--- src/rtl/cfg_pkg.sv ---
package cfg_pkg;
   // Bank offsets inside a channel's group
   localparam int BANKS_PER_CH = 3;
   localparam int OFS_STAT0    = 0;
   localparam int OFS_OE       = 1;
   localparam int OFS_DYN      = 2;

   // Bit positions in the dynamic bank
   localparam int DYN_BIST_BIT = 0;
   localparam int DYN_PLL_BIT  = 1;

   // Bit positions in the output-enable static bank
   localparam int OE_SER1_BIT  = 0;
   localparam int OE_SER2_BIT  = 1;
   localparam int OE_RCK1_BIT  = 2;
   localparam int OE_RCK2_BIT  = 3;

   typedef struct packed {
      logic bist_en;
      logic pll_pwrdn;
      logic ser_oe1;
      logic ser_oe2;
      logic rclk_oe1;
      logic rclk_oe2;
      logic logic_pwrdn;
      logic rclk_off;
   } chan_ctrl_t;

   function automatic int chan_base(input int ch, input int stride);
      return ch * stride;
   endfunction

   function automatic bit addr_mapped(input int a, input int stride, input int nch);
      for (int c = 0; c < nch; c++)
         if (a >= chan_base(c, stride) && a < chan_base(c, stride) + BANKS_PER_CH)
            return 1'b1;
      return 1'b0;
   endfunction

   function automatic logic [31:0] bank_reset(input int a, input int stride,
                                              input int nch, input logic [31:0] oe_rst);
      for (int c = 0; c < nch; c++)
         if (a == chan_base(c, stride) + OFS_OE)
            return oe_rst;
      return 32'd0;
   endfunction
endpackage

--- src/rtl/cfg_bank.sv ---
module cfg_bank #(
   parameter int             DW  = 7,
   parameter logic [DW-1:0]  RST = '0
) (
   input  logic          clk,
   input  logic          rst_n,
   input  logic          we,
   input  logic [DW-1:0] d,
   output logic [DW-1:0] q
);
   always_ff @(posedge clk or negedge rst_n) begin
      if (!rst_n)
         q <= RST;
      else if (we)
         q <= d;
   end

   // an unselected bank keeps its contents
   a_r2_bank_hold: assert property (@(posedge clk) disable iff (!rst_n)
      !we |=> $stable(q));
   // a selected bank takes the data of that edge
   a_r2_bank_load: assert property (@(posedge clk) disable iff (!rst_n)
      we |=> q == $past(d));
endmodule

--- src/rtl/cfg_addr_dec.sv ---
module cfg_addr_dec #(
   parameter int ADDR_W = 3,
   localparam int N_ADDR = 1 << ADDR_W
) (
   input  logic [ADDR_W-1:0] addr,
   input  logic              wr_n,
   output logic [N_ADDR-1:0] we_vec
);
   for (genvar a = 0; a < N_ADDR; a++) begin : g_we
      assign we_vec[a] = !wr_n && (addr == ADDR_W'(a));
   end
endmodule

--- src/rtl/cfg_chan_ctrl.sv ---
module cfg_chan_ctrl
   import cfg_pkg::*;
#(
   parameter int DW = 7
) (
   input  logic [DW-1:0] dyn_q,
   input  logic [DW-1:0] oe_q,
   output chan_ctrl_t    ctrl
);
   always_comb begin
      ctrl.bist_en     = dyn_q[DYN_BIST_BIT];
      ctrl.pll_pwrdn   = !dyn_q[DYN_PLL_BIT];
      ctrl.ser_oe1     = oe_q[OE_SER1_BIT];
      ctrl.ser_oe2     = oe_q[OE_SER2_BIT];
      ctrl.rclk_oe1    = oe_q[OE_RCK1_BIT];
      ctrl.rclk_oe2    = oe_q[OE_RCK2_BIT];
      ctrl.logic_pwrdn = !(oe_q[OE_SER1_BIT] || oe_q[OE_SER2_BIT]);
      ctrl.rclk_off    = !(oe_q[OE_RCK1_BIT] || oe_q[OE_RCK2_BIT]);
   end
endmodule

--- src/rtl/cfg_latch_banks.sv ---
module cfg_latch_banks
   import cfg_pkg::*;
#(
   parameter int             N_CH      = 2,
   parameter int             ADDR_W    = 3,
   parameter int             DW        = 7,
   parameter int             CH_STRIDE = 5,
   parameter logic [DW-1:0]  OE_RST    = 'h0F
) (
   input  logic              clk,
   input  logic              rst_n,
   input  logic [ADDR_W-1:0] cfg_addr,
   input  logic [DW-1:0]     cfg_data,
   input  logic              cfg_wr_n,
   output logic [N_CH-1:0]   rx_bist_en,
   output logic [N_CH-1:0]   rx_pll_pwrdn,
   output logic [N_CH-1:0]   ser_oe1,
   output logic [N_CH-1:0]   ser_oe2,
   output logic [N_CH-1:0]   rclk_oe1,
   output logic [N_CH-1:0]   rclk_oe2,
   output logic [N_CH-1:0]   ch_logic_pwrdn,
   output logic [N_CH-1:0]   rclk_off
);
   localparam int N_ADDR  = 1 << ADDR_W;
   localparam int TOP_USE = chan_base(N_CH - 1, CH_STRIDE) + BANKS_PER_CH;

   // Elaboration-time parameter checks
   if (DW < 4) begin : g_bad_dw
      $error("cfg_latch_banks: DW must hold the four output-enable bits");
   end
   if (CH_STRIDE < BANKS_PER_CH) begin : g_bad_stride
      $error("cfg_latch_banks: channel groups overlap");
   end
   if (TOP_USE > N_ADDR) begin : g_bad_addr
      $error("cfg_latch_banks: address space too small for the channel count");
   end

   logic [N_ADDR-1:0] we_vec;
   logic [DW-1:0]     bank_q [N_ADDR];
   chan_ctrl_t        ctrl   [N_CH];

   cfg_addr_dec #(.ADDR_W(ADDR_W)) i_dec (
      .addr   (cfg_addr),
      .wr_n   (cfg_wr_n),
      .we_vec (we_vec)
   );

   // One bank per address; unmapped addresses become the test banks
   for (genvar a = 0; a < N_ADDR; a++) begin : g_bank
      localparam logic [31:0] RV = bank_reset(a, CH_STRIDE, N_CH, 32'(OE_RST));
      cfg_bank #(.DW(DW), .RST(RV[DW-1:0])) i_bank (
         .clk   (clk),
         .rst_n (rst_n),
         .we    (we_vec[a]),
         .d     (cfg_data),
         .q     (bank_q[a])
      );
   end

   for (genvar c = 0; c < N_CH; c++) begin : g_ch
      localparam int BASE = chan_base(c, CH_STRIDE);
      localparam logic [ADDR_W-1:0] A_DYN = ADDR_W'(BASE + OFS_DYN);
      localparam logic [ADDR_W-1:0] A_OE  = ADDR_W'(BASE + OFS_OE);

      cfg_chan_ctrl #(.DW(DW)) i_ctrl (
         .dyn_q (bank_q[BASE + OFS_DYN]),
         .oe_q  (bank_q[BASE + OFS_OE]),
         .ctrl  (ctrl[c])
      );

      assign rx_bist_en[c]     = ctrl[c].bist_en;
      assign rx_pll_pwrdn[c]   = ctrl[c].pll_pwrdn;
      assign ser_oe1[c]        = ctrl[c].ser_oe1;
      assign ser_oe2[c]        = ctrl[c].ser_oe2;
      assign rclk_oe1[c]       = ctrl[c].rclk_oe1;
      assign rclk_oe2[c]       = ctrl[c].rclk_oe2;
      assign ch_logic_pwrdn[c] = ctrl[c].logic_pwrdn;
      assign rclk_off[c]       = ctrl[c].rclk_off;

      // dynamic-bank write reaches the self-test enable and PLL flag
      a_r3_dyn_write: assert property (@(posedge clk) disable iff (!rst_n)
         (!cfg_wr_n && cfg_addr == A_DYN) |=>
            (rx_bist_en[c] == $past(cfg_data[DYN_BIST_BIT])) &&
            (rx_pll_pwrdn[c] == !$past(cfg_data[DYN_PLL_BIT])));
      // output-enable bank write reaches the four enables
      a_r4_oe_write: assert property (@(posedge clk) disable iff (!rst_n)
         (!cfg_wr_n && cfg_addr == A_OE) |=>
            ({rclk_oe2[c], rclk_oe1[c], ser_oe2[c], ser_oe1[c]} == $past(cfg_data[3:0])));
      // the reclocker-off flag never follows a serial-enable-only change
      a_r8_rclk_indep: assert property (@(posedge clk) disable iff (!rst_n)
         $stable({rclk_oe1[c], rclk_oe2[c]}) |-> $stable(rclk_off[c]));
   end

   // idle strobe freezes every output
   a_r2_idle_hold: assert property (@(posedge clk) disable iff (!rst_n)
      cfg_wr_n |=> $stable({rx_bist_en, rx_pll_pwrdn, ser_oe1, ser_oe2,
                            rclk_oe1, rclk_oe2, ch_logic_pwrdn, rclk_off}));
   // test-bank writes are invisible at the outputs
   a_r5_test_quiet: assert property (@(posedge clk) disable iff (!rst_n)
      (!cfg_wr_n && !addr_mapped(int'(cfg_addr), CH_STRIDE, N_CH)) |=>
         $stable({rx_bist_en, rx_pll_pwrdn, ser_oe1, ser_oe2,
                  rclk_oe1, rclk_oe2, ch_logic_pwrdn, rclk_off}));
endmodule

--- config.mk ---
export PLATFORM = sky130hd
export DESIGN_NAME = cfg_latch_banks
export DESIGN_NICKNAME = d
export VERILOG_FILES = /design/src/rtl/cfg_pkg.sv /design/src/rtl/cfg_bank.sv /design/src/rtl/cfg_addr_dec.sv /design/src/rtl/cfg_chan_ctrl.sv /design/src/rtl/cfg_latch_banks.sv
export SDC_FILE = /design/constraint.sdc
export NUM_CORES = 1
export LEC_CHECK = 0
export ABC_AREA = 0
export ABC_CLOCK_PERIOD_IN_PS = 1400
export BUFFER_PORTS_ARGS = -buffer_cell sky130_fd_sc_hd__buf_4
export CAP_MARGIN = 20
export CORE_MARGIN = 2
export CORE_UTILIZATION = 47
export DETAILED_ROUTE_END_ITERATION = 7
export GPL_TIMING_DRIVEN = 0
export PLACE_DENSITY = 0.91
export SYNTH_ARGS = -nofsm -noshare
export SYNTH_HDL_FRONTEND = slang
export SYNTH_SLANG_ARGS = --single-unit
export TNS_END_PERCENT = 20
--- constraint.sdc ---
create_clock -name clk -period 1.4 [get_ports clk]
set_clock_uncertainty 0.05 [all_clocks]
set_input_delay 0.07 -clock clk [delete_from_list [all_inputs] [get_ports clk]]
set_output_delay 0.07 -clock clk [all_outputs]
set_load 0.03 [all_outputs]
==> report_table.html <==
<table>
<tr><th>Metric</th><th>Value</th></tr>
<tr><th colspan="2">Status</th></tr>
<tr><td>Result of the run</td><td>complete, no violations</td></tr>
<tr><th colspan="2">Synth</th></tr>
<tr><td>Post-Synthesis Net Count</td><td>57</td></tr>
<tr><td>Count of synthesis-stage warnings from yosys</td><td>0</td></tr>
<tr><td>Biggest area contributors in the synthesized netlist</td><td>sky130_fd_sc_hd__dfstp_2 34%, sky130_fd_sc_hd__dfrtp_1 16%, sky130_fd_sc_hd__mux2_2 14%</td></tr>
<tr><td>Post-synth EDFFs</td><td>0</td></tr>
<tr><td>Async SR Flop Fraction</td><td>100%</td></tr>
<tr><td>Synth area leader</td><td>sky130_fd_sc_hd__dfstp_2</td></tr>
<tr><td>Synth top cells by count</td><td>10 x sky130_fd_sc_hd__buf_4, 8 x sky130_fd_sc_hd__dfstp_2, 8 x sky130_fd_sc_hd__mux2_2</td></tr>
<tr><td>Dominant synthesized flop cell</td><td>sky130_fd_sc_hd__dfstp_2</td></tr>
<tr><td>Syn Inst Count</td><td>44</td></tr>
<tr><td>Post-synthesis area per instance</td><td>14.1 sq um</td></tr>
<tr><td>Count of cell types in the netlist</td><td>11</td></tr>
<tr><td>Register bit count reported by yosys</td><td>12</td></tr>
<tr><td>Post-synthesis instance area</td><td>622 sq um</td></tr>
<tr><td>Portion of the post-synthesis area used by sequential elements</td><td>49.9%</td></tr>
<tr><td>Most used standard cell by instance count after synthesis</td><td>sky130_fd_sc_hd__buf_4</td></tr>
<tr><td>Share of Yosys cell area claimed by the top area cell type</td><td>33.8%</td></tr>
<tr><th colspan="2">Clocking</th></tr>
<tr><td>Clk Latency, worst-skew pair</td><td>0.28 ns</td></tr>
<tr><td>Root Buffer</td><td>sky130_fd_sc_hd__clkbuf_4</td></tr>
<tr><td>Deepest clock path buffer count</td><td>2</td></tr>
<tr><td>Clock-pin slew on the worst setup and hold paths</td><td>0.08 ns</td></tr>
<tr><td>Number of levels in the clock H-tree</td><td>1</td></tr>
<tr><td>Postcts setup bufs</td><td>0</td></tr>
<tr><td>TritonCTS clock tree</td><td>done</td></tr>
<tr><td>CTS sink count</td><td>12</td></tr>
<tr><td>CTS Buf Count</td><td>3</td></tr>
<tr><th colspan="2">Worst setup path</th></tr>
<tr><td>Register-to-Register Setup Slack</td><td>0.57 ns</td></tr>
<tr><td>Kind of launch point of the worst setup path</td><td>flop</td></tr>
<tr><td>Arrival time of data at the critical path endpoint</td><td>1.10 ns</td></tr>
<tr><td>Critical path buffers and inverters</td><td>2</td></tr>
<tr><td>Cells traversed along the worst timing path</td><td>buf_4, buf_4</td></tr>
<tr><td>Category of the critical setup timing path</td><td>reg -&gt; out</td></tr>
<tr><td>Worst Setup End Kind</td><td>output pin</td></tr>
<tr><td>Slowest library cell on the worst path</td><td>sky130_fd_sc_hd__dfstp_2</td></tr>
<tr><td>Highest fanout seen on the critical path</td><td>3</td></tr>
<tr><td>Required time of the worst setup path</td><td>1.28 ns</td></tr>
<tr><td>Worst stage delay on the critical path</td><td>0.56 ns</td></tr>
<tr><td>Critical path's top delay family</td><td>flip-flops</td></tr>
<tr><td>Worst path most repeated cell</td><td>sky130_fd_sc_hd__buf_4</td></tr>
<tr><th colspan="2">Routing</th></tr>
<tr><td>Top routing layer in use</td><td>met4</td></tr>
<tr><td>Total length of routed met3 wires</td><td>58 microns</td></tr>
<tr><td>Post-detailed-route wirelength per cell</td><td>15.3 microns</td></tr>
<tr><td>Total routed wire length on the met1 layer</td><td>546 microns</td></tr>
<tr><td>Number of nets still failing antenna checks after routing</td><td>0</td></tr>
<tr><td>1st-iter DRT viols</td><td>2</td></tr>
<tr><td>Via density per instance</td><td>4.77</td></tr>
<tr><td>Overall routed net length</td><td>1430 microns</td></tr>
<tr><td>Remaining design rule violation count</td><td>0</td></tr>
<tr><td>Number of detailed-route iterations in the first pass</td><td>2</td></tr>
<tr><td>Detailed-route via count</td><td>444</td></tr>
<tr><td>Routed wl met2</td><td>776 microns</td></tr>
<tr><th colspan="2">Timing</th></tr>
<tr><td>Final clock period utilization by the worst path</td><td>87.2%</td></tr>
<tr><td>Number of max-slew violations in the final report</td><td>0</td></tr>
<tr><td>Final-report setup violation count</td><td>0</td></tr>
<tr><td>Rel. slew slack</td><td>77.1%</td></tr>
<tr><td>RSZ-0062 raised after global routing</td><td>false</td></tr>
<tr><td>Highest attainable clock frequency</td><td>0.819 GHz</td></tr>
<tr><td>Transition at the pin with the smallest max-transition slack</td><td>0.342 ns</td></tr>
<tr><td>Setup TNS after final layout</td><td>0 ns</td></tr>
<tr><td>Number of hold-slack violations in the final timing report</td><td>0</td></tr>
<tr><td>Post-route minimum period</td><td>1.22 ns</td></tr>
<tr><td>Post-layout worst setup margin</td><td>0.179 ns</td></tr>
<tr><th colspan="2">Placement</th></tr>
<tr><td>Pre-CTS setup slack</td><td>0.281 ns</td></tr>
<tr><td>Input/output buffers</td><td>25</td></tr>
<tr><td>Post-placement cell count</td><td>84</td></tr>
<tr><td>Standard cell area after detailed placement</td><td>828 sq um</td></tr>
<tr><td>Final RePlAce weighted congestion</td><td>0.790</td></tr>
<tr><th colspan="2">GRT</th></tr>
<tr><td>Number of antenna violations at the first check in global routing</td><td>0</td></tr>
<tr><td>Via count of the first global-routing pass</td><td>462</td></tr>
<tr><td>Maximum number of pins on one net before global-route repair</td><td>13</td></tr>
<tr><td>Total overflow reported by the global router</td><td>0</td></tr>
<tr><td>Global-route total usage across every layer</td><td>23.1%</td></tr>
<tr><td>First-pass GRT wire length</td><td>2240 microns</td></tr>
<tr><th colspan="2">Cells and area</th></tr>
<tr><td>Count of non-filler cells in the finished layout</td><td>93</td></tr>
<tr><td>Final Net Count</td><td>92</td></tr>
<tr><td>Top flop regs</td><td>g_bank.i_bank.q x12</td></tr>
<tr><td>Final core utilization</td><td>72.1%</td></tr>
<tr><td>N_diodes</td><td>0</td></tr>
<tr><td>Number of flip-flops under the largest register name</td><td>12</td></tr>
<tr><td>Relative area change from synthesis to final layout</td><td>47.1%</td></tr>
<tr><td>Finished Cell Area</td><td>915 sq um</td></tr>
<tr><td>Fraction of layout cells with a size suffix above 1</td><td>79.5%</td></tr>
<tr><td>Register ranked first by flip-flop count</td><td>g_bank.i_bank.q</td></tr>
<tr><th colspan="2">Floorplanning</th></tr>
<tr><td>Horiz. Die Dim</td><td>40.4 microns</td></tr>
<tr><td>Floorplan core area</td><td>1270 sq um</td></tr>
<tr><td>Area enclosed by the die boundary</td><td>1630 sq um</td></tr>
<tr><td>Starting utilization of the core area</td><td>49.0%</td></tr>
<tr><td>Top-Level Pins</td><td>29</td></tr>
<tr><td>Placement row count</td><td>13</td></tr>
<tr><td>DIE HEIGHT</td><td>40.4 microns</td></tr>
<tr><th colspan="2">Worst hold path</th></tr>
<tr><td>Path type of the worst min-delay path</td><td>in -&gt; async</td></tr>
<tr><th colspan="2">Power and ir drop</th></tr>
<tr><td>Maximum ir drop on the vdd rail</td><td>0.788 mV</td></tr>
<tr><td>LEAKAGE</td><td>0.436 nW</td></tr>
<tr><td>PwrDens</td><td>1590 nW/um^2</td></tr>
<tr><th colspan="2">Job</th></tr>
<tr><td>Max-cap violations</td><td>0</td></tr>
</table>
[power breakdown]
part | total [mW] | switching [mW] | internal (mW)
logic | 0.652 | 0.336 | 0.316
registers | 0.519 | 0.0567 | 0.462
clock network | 0.285 | 0.126 | 0.158
total | 1.46 | 0.519 | 0.936
[path summary, 6_finish.rpt]
path	startpoint	to	depth (start not counted)
worst max-delay path	g_bank[1].i_bank.q[1]	ser_oe2[0]	2
worst min-delay path	rst_n	g_bank[2].i_bank.q[0]	2
worst max register to register	g_bank[2].i_bank.q[0]	g_bank[2].i_bank.q[0]	1
worst min register to register	g_bank[7].i_bank.q[1]	g_bank[7].i_bank.q[1]	1
max in group asynchronous	rst_n	g_bank[6].i_bank.q[2]	2
min in group clk	cfg_addr[0]	g_bank[2].i_bank.q[1]	3
[stage by stage]
step	hold slack, ns	total power, mW
after floorplan	-0.276	0.934
after global placement	-0.138	1.14
after detailed placement	-0.137	1.16
after CTS	0.00118	1.45
after global routing	0.121	1.52
final	0.112	1.46
[cell families (layout without fill, tap and decap cells)]
logic type             count (synthesis)  in the layout  share of synthesized area, %
buffers and inverters                 12             46                          13.3
flip-flops                            12             12                          49.9
multiplexers                          12             12                          24.1
AND/OR/NAND/NOR                        8              8                          12.7
[layout make-up]
class                      instances  area, sq um
buffer                            10         75.1
timing repair buffer              30          238
tap                               15         18.8
multi-input combinational         20          229
inverter                           2         7.51
clock buffer                       4         36.3
sequential                        12          310
fill                              95          354
[routing by layer]
| layer | vias to the layer above | track usage, % |
|---|---|---|
| li1 | 210 | - |
| met5 | - | 0 |
| met2 | 14 | 37.7 |
| met1 | 215 | 25.9 |
| met3 | 5 | 5.00 |
| met4 | 0 | 17.5 |
[cell usage in the layout (no fill, tap or decap)]
| cell type | instances |
|---|---|
| sky130_fd_sc_hd__clkbuf_8 | 1 |
| sky130_fd_sc_hd__and4bb_4 | 1 |
| sky130_fd_sc_hd__dlygate4sd3_1 | 5 |
| sky130_fd_sc_hd__buf_4 | 35 |
| sky130_fd_sc_hd__nor2_1 | 4 |
| sky130_fd_sc_hd__nand4b_1 | 1 |
| sky130_fd_sc_hd__inv_1 | 2 |
| sky130_fd_sc_hd__mux2_4 | 4 |
| sky130_fd_sc_hd__clkbuf_4 | 3 |
| sky130_fd_sc_hd__nor4b_2 | 1 |
| sky130_fd_sc_hd__dfrtp_1 | 4 |
| sky130_fd_sc_hd__nor4b_4 | 1 |
| sky130_fd_sc_hd__mux2_2 | 8 |
| sky130_fd_sc_hd__dfstp_2 | 8 |
[timing repair]
action | in CTS | in global routing
hold buffers | 4 | 1
gates resized for setup | 0 | 0
endpoints found under the hold margin | 20 | 1
Power figures use the tool's default switching activity.
